[config.mk]
export PLATFORM = sky130hd
export DESIGN_NAME = otp_prot_reg
export DESIGN_NICKNAME = d
export VERILOG_FILES = /design/src/rtl/otp_prot_reg.sv
export SDC_FILE = /design/constraint.sdc
export NUM_CORES = 1
export LEC_CHECK = 0
export BUFFER_PORTS_ARGS = -buffer_cell sky130_fd_sc_hd__buf_4
export CORE_MARGIN = 1
export CORE_UTILIZATION = 30
export CTS_BUF_LIST = sky130_fd_sc_hd__clkbuf_4
export CTS_CLUSTER_SIZE = 28
export DETAILED_ROUTE_END_ITERATION = 10
export GPL_TIMING_DRIVEN = 0
export PLACE_DENSITY = 0.51
export SLEW_MARGIN = 5
export SYNTH_ARGS = -nofsm -noshare
export SYNTH_HDL_FRONTEND = slang
export SYNTH_SLANG_ARGS = --single-unit
[constraint.sdc]
create_clock -name clk -period 2 [get_ports clk]
set_clock_uncertainty 0.2 [all_clocks]
set_input_delay 0.2 -clock clk [delete_from_list [all_inputs] [get_ports clk]]
set_output_delay 0.2 -clock clk [all_outputs]
set_load 0.1 [all_outputs]
[src/rtl/otp_prot_reg.sv]
module otp_prot_reg #(
  parameter int ADDR_W = 21,
  parameter int DW = 16,
  parameter logic [4*DW-1:0] FACTORY = 64'h4D2C_0F15_A5A5_1234
) (
  input  logic              clk,
  input  logic              por_n,
  input  logic              rst_n,
  input  logic              prog_req,
  input  logic              lock_req,
  input  logic              rd_req,
  input  logic [ADDR_W-1:0] addr,
  input  logic [DW-1:0]     wdata,
  output logic [DW-1:0]     rdata,
  output logic              rvalid,
  output logic              locked,
  output logic              err
);
  logic [3:0][DW-1:0] user_q;
  logic               lock_q;
  logic [7:0]         lo;
  logic               hi_ok, in_rng, is_b, stat_hit, prog_ok;
  logic [2:0]         idx;
  logic [DW-1:0]      rd_word;

  assign lo       = addr[7:0];
  assign hi_ok    = (addr[ADDR_W-1:8] == '0);
  assign in_rng   = hi_ok && (lo >= 8'h81) && (lo <= 8'h88);
  assign idx      = 3'(lo - 8'h81);
  assign is_b     = in_rng && idx[2];
  assign stat_hit = hi_ok && (lo == 8'h80);
  assign prog_ok  = is_b && !lock_q;
  assign locked   = lock_q;

  always_comb begin
    rd_word = '0;
    if (stat_hit)
      rd_word[1] = !lock_q;
    else if (in_rng)
      rd_word = idx[2] ? user_q[idx[1:0]] : FACTORY[idx[1:0]*DW +: DW];
  end

  always_ff @(posedge clk or negedge por_n) begin
    if (!por_n) begin
      lock_q <= 1'b0;
      user_q <= '1;
    end else begin
      if (lock_req && stat_hit)
        lock_q <= 1'b1;
      if (prog_req && prog_ok)
        user_q[idx[1:0]] <= user_q[idx[1:0]] & wdata;
    end
  end

  always_ff @(posedge clk or negedge por_n) begin
    if (!por_n) begin
      rdata  <= '0;
      rvalid <= 1'b0;
      err    <= 1'b0;
    end else if (!rst_n) begin
      rdata  <= '0;
      rvalid <= 1'b0;
      err    <= 1'b0;
    end else begin
      rvalid <= rd_req;
      err    <= prog_req && !prog_ok;
      if (rd_req)
        rdata <= rd_word;
    end
  end
endmodule


Word level (Yosys, flattened, before mapping)

Index checks and enable logic that the tools add are counted.

Register bits: 83
Input bits: 43
Output and inout port bits: 19
Logic and storage cells: 43

Add/sub/neg operators: 1
$lt $le $gt $ge: 4
Equal/unequal tests: 2
Shifts and indexed selects: 1
Multiplexer cells: 14
Bitwise gates (word level): 1
Reductions and logical operators: 12

Operators with widths:

| cell                     | number |
|---|---|
| $mux 16                  | 6 |
| $bwmux 64                | 1 |
| $shiftx 64x7->16 const A | 1 |
| $bmux 16 s2              | 1 |
| $demux 16 s2             | 1 |
| $and 16x16->16           | 1 |
| $mux 14                  | 1 |
| $logic_not 13->1         | 1 |
| $logic_and 1x1->1        | 9 |
| $eq 8x8->1 const B       | 1 |
| $ge 8x8->1 const B       | 1 |
| $le 8x8->1 const B       | 1 |
| $mux 1                   | 4 |
| $lt 2x3->1 const B       | 1 |
| $sub 3x1->3 const B      | 1 |
| $ge 2x1->1 const B       | 1 |
| $logic_not 1->1          | 2 |
| $ne 2x1->1 const B       | 1 |

Logic depth before layout (Yosys ltp)

Depth in word-level cells: 8
Depth in mapped cells: 10
Gate-level depth less buffers: 6

Least setup slack after synthesis

Ideal clock, no wire load.

Path kind: input to register
Start: input addr[0]
End: register user_q[7] in the netlist's numbering
Setup time: 0.082 ns
Data arrival time: 2.798 ns
Slack: -1.080 ns
Stages: 9
Buffers on the path: 4
Path through: clkbuf_1 buf_2 inv_1 ha_1 clkbuf_1 clkbuf_1 mux4_2 and2_1 mux2_4

Word-level cells in the longest chain between the ends: 6
Elaborated cells between the ends (all ways): 17
Classes of those cells: 1 x add/sub; 4 x order compare; 5 x mux; 1 x bitwise; 6 x reduce/logical

RTL lines:

| item                                                               | line   | source |
|---|---|---|
| start: declaration                                                 | 12     | `input logic [ADDR_W-1:0] addr,` |
| $sub 3x1->3 or $ge 8x8->1 (tied branches)                          | 29, 28 |  |
| $lt 2x3->1 (not written as such) (tied with other cells)           | 51     | `user_q[idx[1:0]] <= user_q[idx[1:0]] & wdata;` |
| $logic_and 1x1->1, on equally long branches                        | 51, 28 |  |
| $mux 16 (not written as such) or $logic_and 1x1->1 (tied branches) | 51, 30 |  |
| $demux 16 s2 or $logic_and 1x1->1 (tied branches)                  | 51, 32 |  |
| $bwmux 64 or $logic_and 1x1->1 (tied branches)                     | 51, 50 |  |
| end signal: indexed assignment                                     | 51     |  |
| end: declaration                                                   | 19     | `logic [3:0][DW-1:0] user_q;` |

Several ways; a longest one is shown, not always the timed one. The select of a mux whose other input is x is not followed.
A chain may end at the register's enable or synchronous reset.

Final worst setup path

Start: register lock_q, in the netlist locked
End: register user_q[62] in the netlist's numbering

Word-level cells in the longest chain between the ends: 3

RTL lines:

| item                     | line | source |
|---|---|---|
| start: declaration       | 20   | `logic lock_q;` |
| start signal: assignment | 45   | `lock_q <= 1'b0;` |
| start signal: assignment | 49   | `lock_q <= 1'b1;` |
| $logic_not 1->1          | 32   | `assign prog_ok = is_b && !lock_q;` |
| $logic_and 1x1->1        | 32   |  |
| $logic_and 1x1->1        | 50   | `if (prog_req && prog_ok)` |

No other way between the ends.

==> metrics.txt <==
# TYPE chip_impl_metric gauge
chip_impl_info{name="ctsRootBufferMaster",value="sky130_fd_sc_hd__clkbuf_4"} 1
chip_impl_metric{name="routed-wl-met3",unit="µm"} 228
chip_impl_metric{name="grt_total_usage",unit=""} 0.153
chip_impl_metric{name="setup_tns",unit="ns"} -1.95
chip_impl_metric{name="routed_wl",unit="mm"} 10.0
chip_impl_metric{name="timing.max_cap.violations",unit=""} 0
chip_impl_metric{name="vias_per_cell",unit=""} 4.70
chip_impl_metric{name="wirelength_met1",unit="mm"} 4.74
chip_impl_info{name="critical_path.reg2reg.startpoint",value="locked$_DFFE_PN0P_"} 1
chip_impl_metric{name="number_of_global_route_vias_before_repair",unit=""} 2912
chip_impl_metric{name="rrSetupSlack",unit="ns"} -0.08
chip_impl_info{name="routed.top_layer",value="met4"} 1
chip_impl_metric{name="synth-adder-area-share",unit=""} 0.0213
chip_impl_info{name="tritoncts",value="yes"} 1
chip_impl_metric{name="dp_slack",unit="ns"} -0.680
chip_impl_metric{name="share_of_the_synthesized_netlist_area_taken_by_xor_and_xnor_gates",unit=""} 0.00426
chip_impl_metric{name="met2_routed_wirelength",unit="mm"} 4.95
chip_impl_info{name="cp_cell_sequence",value="nand2b_4 > nor4_4 > buf_6 > buf_6 > nand4_4 > buf_12 > mux2_4"} 1
chip_impl_metric{name="worstPathArrival",unit="ns"} 2.24
chip_impl_metric{name="leakagePower",unit="nW"} 2.42
chip_impl_info{name="violations",value="setup timing"} 1
chip_impl_info{name="outcome",value="finished, violations left"} 1
chip_impl_metric{name="antenna_found_initial",unit=""} 0
chip_impl_metric{name="final_antenna_diode_count",unit=""} 0
chip_impl_info{name="timing.critical_path.from_type",value="flip-flop"} 1
chip_impl_metric{name="numCtsBuffers",unit=""} 9
chip_impl_info{name="worst_path_most_repeated_cell",value="sky130_fd_sc_hd__buf_6"} 1
chip_impl_metric{name="power.density_cell_area",unit="nW/µm²"} 513
chip_impl_metric{name="buffer_ports.inserted",unit=""} 61
chip_impl_info{name="hold_path_class",value="primary input to flip-flop"} 1
chip_impl_metric{name="synth_compound_gate_area_share",unit=""} 0.0469
chip_impl_metric{name="hold_path_depth",unit=""} 3
chip_impl_info{name="worst_hold_startpoint",value="addr[3]"} 1
chip_impl_metric{name="finalSetupViolCount",unit=""} 55
chip_impl_metric{name="synth.yosys.warnings",unit=""} 0
chip_impl_metric{name="ys_types",unit=""} 34
chip_impl_info{name="grt_setup_unrepaired",value="yes"} 1
chip_impl_metric{name="period_share",unit=""} 1.04
chip_impl_metric{name="drt_first_pass_iters",unit=""} 4
chip_impl_info{name="dominant_combinational_cell_family_by_area_after_synthesis",value="multiplexers"} 1
chip_impl_metric{name="detail_route.drc_violations",unit=""} 0
chip_impl_metric{name="die_area",unit="µm²"} 14200
chip_impl_metric{name="initial_utilization",unit=""} 0.309
chip_impl_metric{name="die_height",unit="µm"} 119
chip_impl_metric{name="number_of_pins_exceeding_their_max_slew_limit_in_the_final_report",unit=""} 0
chip_impl_metric{name="std_cell_rows",unit=""} 42
chip_impl_metric{name="gp_routability_congestion",unit=""} 0.693
chip_impl_metric{name="io_pins",unit=""} 62
chip_impl_metric{name="syn-mean-instance-area",unit="µm²"} 14.3
chip_impl_metric{name="path_buf_inv",unit=""} 3
chip_impl_metric{name="timing.critical_path.slowest_cell_delay",unit="ns"} 0.49
chip_impl_metric{name="count_of_fill_cells_added_during_filler_insertion",unit=""} 1279
chip_impl_metric{name="ant_nets",unit=""} 0
chip_impl_metric{name="layout_stage_area_growth_over_the_synthesis_result",unit="%"} 34.1
chip_impl_info{name="worst_hold_path.endpoint",value="locked$_DFFE_PN0P_"} 1
chip_impl_metric{name="syn_nets",unit=""} 337
chip_impl_info{name="timing.rr.end",value="user_q[62]$_DFFE_PN1P_"} 1
chip_impl_metric{name="grt_start_max_net_pins",unit=""} 84
chip_impl_metric{name="cts_max_path_buffers",unit=""} 2
chip_impl_metric{name="power",unit="W"} 0.00283
chip_impl_metric{name="routed-via-count",unit=""} 2715
chip_impl_metric{name="r2r_cells",unit=""} 7
chip_impl_info{name="critical_path_end_type",value="flip-flop"} 1
chip_impl_metric{name="ys_ff_latch",unit=""} 83
chip_impl_metric{name="first_iter_violations",unit=""} 86
chip_impl_metric{name="sequential_cell_area",unit="µm²"} 2160
chip_impl_metric{name="worst_slack",unit="ns"} -0.0759
chip_impl_metric{name="grt_first_pass_wirelength",unit="mm"} 16.2
chip_impl_metric{name="multi_input_comb_area",unit="µm²"} 1960
chip_impl_metric{name="timing.final.crit_period",unit="ns"} 2.08
chip_impl_metric{name="timing_hold_violations_final",unit=""} 0
chip_impl_metric{name="yosys.area_share.simple",unit=""} 0.0968
chip_impl_metric{name="max_freq",unit="MHz"} 482
chip_impl_metric{name="irDropWorstVdd",unit="mV"} 0.233
chip_impl_info{name="worst_path_dominant_cell_family",value="simple AND/OR/NAND/NOR gates"} 1
chip_impl_metric{name="chipWidth",unit="µm"} 119
chip_impl_metric{name="post_synth_mux_area_share",unit=""} 0.284
chip_impl_metric{name="slew_at_the_pin_with_the_worst_max_slew_slack",unit="ns"} 1.05
chip_impl_metric{name="clock_insertion_delay_worst_skew",unit="ns"} 0.43
chip_impl_metric{name="worst_path_max_fanout",unit=""} 5
chip_impl_metric{name="slew-limit-headroom",unit=""} 0.297
chip_impl_metric{name="proportion_of_layout_cells_with_a_drive_suffix_above_1",unit=""} 0.659
chip_impl_metric{name="worst-endpoint-required",unit="ns"} 2.16
chip_impl_metric{name="mappedNetlistArea",unit="µm²"} 4110
chip_impl_metric{name="synthesis.instances",unit=""} 287
chip_impl_metric{name="gr-total-overflow",unit=""} 0
chip_impl_info{name="crit_slowest_cell",value="sky130_fd_sc_hd__dfrtp_4"} 1
chip_impl_metric{name="finish.net_count",unit=""} 447
chip_impl_metric{name="htree_num_levels",unit=""} 3
chip_impl_metric{name="clk_pin_slew_worst_paths",unit="ns"} 0.13
chip_impl_metric{name="floorplan_core_area",unit="µm²"} 13300
chip_impl_metric{name="ys_seq_area_frac",unit=""} 0.525
chip_impl_info{name="type_of_the_worst_setup_path",value="flip-flop to flip-flop"} 1
chip_impl_metric{name="hold_slack",unit="ns"} 0.0181
chip_impl_metric{name="post_drt_wl_per_cell",unit="µm"} 17.3
chip_impl_metric{name="dp_hpwl",unit="mm"} 6.78
chip_impl_metric{name="tritoncts_num_sinks",unit=""} 83
==> placed cells by master (no fill, tap or decap), types with 6 or more instances in the layout <==
master / synthesis / routed
sky130_fd_sc_hd__mux4_2: 16 / 16
sky130_fd_sc_hd__nand2_1: 15 / 15
sky130_fd_sc_hd__dfrtp_1: 19 / 18
sky130_fd_sc_hd__a21oi_1: 13 / 13
sky130_fd_sc_hd__mux2_4: 17 / 17
sky130_fd_sc_hd__buf_12: 0 / 6
sky130_fd_sc_hd__dlygate4sd3_1: 0 / 22
sky130_fd_sc_hd__buf_4: 0 / 68
sky130_fd_sc_hd__and2_1: 17 / 13
sky130_fd_sc_hd__o21ai_1: 0 / 12
sky130_fd_sc_hd__dfstp_2: 64 / 64
sky130_fd_sc_hd__buf_6: 4 / 7
sky130_fd_sc_hd__mux2_2: 48 / 48
sky130_fd_sc_hd__clkbuf_4: 0 / 9
sky130_fd_sc_hd__nor2_1: 8 / 8
sky130_fd_sc_hd__ha_1: 7 / 6
==> worst register-to-register path: stages (launching register included) <==
cell	delay, ns
sky130_fd_sc_hd__dfrtp_4	0.49
sky130_fd_sc_hd__nand2b_4	0.15
sky130_fd_sc_hd__nor4_4	0.26
sky130_fd_sc_hd__buf_6	0.17
sky130_fd_sc_hd__buf_6	0.10
sky130_fd_sc_hd__nand4_4	0.15
sky130_fd_sc_hd__buf_12	0.20
sky130_fd_sc_hd__mux2_4	0.29
==> kinds of logic after synthesis <==
logic type,after synthesis
DFF,83
muxes,82
and+or+nand+nor,63
AOI/OAI and AO/OA,34
buffers and inverters,16
adders and majority gates,7
xor gates and xnor gates,2
==> synthesized netlist by cell type <==
master                       n  area (µm²)
sky130_fd_sc_hd__a21boi_0    1        7.51
sky130_fd_sc_hd__a21oi_1    13        65.1
sky130_fd_sc_hd__a31o_2      1        8.76
sky130_fd_sc_hd__a31oi_1     1        6.26
sky130_fd_sc_hd__a32o_1      2        20.0
sky130_fd_sc_hd__and2_1     17         106
sky130_fd_sc_hd__and3_1      2        12.5
sky130_fd_sc_hd__buf_2       1        5.00
sky130_fd_sc_hd__buf_6       4        45.0
sky130_fd_sc_hd__clkbuf_1    7        26.3
sky130_fd_sc_hd__dfrtp_1    19         475
sky130_fd_sc_hd__dfstp_2    64        1680
sky130_fd_sc_hd__ha_1        7        87.6
sky130_fd_sc_hd__inv_1       4        15.0
sky130_fd_sc_hd__mux2_2     48         541
sky130_fd_sc_hd__mux2_4     17         255
sky130_fd_sc_hd__mux2i_1     1        10.0
sky130_fd_sc_hd__mux4_2     16         360
sky130_fd_sc_hd__nand2_1    15        56.3
sky130_fd_sc_hd__nand2b_1    3        18.8
sky130_fd_sc_hd__nand4_1     1        6.26
sky130_fd_sc_hd__nand4_2     4        50.1
sky130_fd_sc_hd__nand4b_1    1        8.76
sky130_fd_sc_hd__nor2_1      8        30.0
sky130_fd_sc_hd__nor2b_1     1        6.26
sky130_fd_sc_hd__nor3_1      3        15.0
sky130_fd_sc_hd__nor4_4      2        42.5
sky130_fd_sc_hd__o21ai_0    14        70.1
sky130_fd_sc_hd__o22ai_1     1        6.26
sky130_fd_sc_hd__o2bb2ai_1   1        8.76
sky130_fd_sc_hd__or2_2       2        12.5
sky130_fd_sc_hd__or4_1       3        22.5
sky130_fd_sc_hd__or4b_2      1        10.0
sky130_fd_sc_hd__xor2_1      2        17.5
==> worst max-delay path by stage <==
stage	start	end	slack, ns	cells past startpoint
5_1_grt	locked$_DFFE_PN0P_	user_q[59]$_DFFE_PN1P_	-0.13	7
3_3_place_gp	addr[6]	user_q[4]$_DFFE_PN1P_	-0.69	6
6_report	locked$_DFFE_PN0P_	user_q[62]$_DFFE_PN1P_	-0.08	7
4_1_cts	locked$_DFFE_PN0P_	user_q[17]$_DFFE_PN1P_	-0.07	7
3_5_place_dp	addr[6]	user_q[1]$_DFFE_PN1P_	-0.68	6
2_1_floorplan	locked$_DFFE_PN0P_	user_q[0]$_DFFE_PN1P_	-0.33	5
==> final cells by class <==
type                            instances  area share
Clock inverter                          7     0.00636
Inverter                                4     0.00409
Clock buffer                            9      0.0123
Sequential cell                        83       0.392
Tap cell                              176      0.0400
Multi-Input combinational cell        188       0.356
Buffer                                 11      0.0300
Timing Repair Buffer                  100       0.160
==> power by group <==
part | internal (W) | leakage (nW) | switching, W
clock | 0.000237 | 0.0519 | 0.000577
sequential | 0.00169 | 0.921 | 0.000000585
combinational | 0.000154 | 1.44 | 0.000172
==> sequential cells by signal (all words and copies together), names as in the netlist <==
| signal | cells |
|---|---|
| rdata | 16 |
| rvalid | 1 |
| err | 1 |
| user_q | 64 |
| locked | 1 |
==> repair_timing <==
action	in CTS	in global routing
pin swaps	4	1
hold buffers	22	0
gates cloned	1	1
gates resized for setup	13	7
endpoints found under the setup margin	77	74
hold endpoints to repair	81	0
setup buffers	12	3
==> metal layers <==
layer,track usage,vias up
met5,0,-
met4,0.0427,0
met3,0.0239,6
met2,0.252,34
met1,0.207,1399
li1,-,1276
==> stage by stage <==
stage	utilization	cell area (µm²)	cells
finish	0.414	5510	578
global route	0.414	5510	578
CTS	0.410	5450	574
detailed placement	0.373	4960	524
global placement	0.373	4960	524
floorplan	-	4280	287
Note: power is estimated with default switching activity, not from simulation.
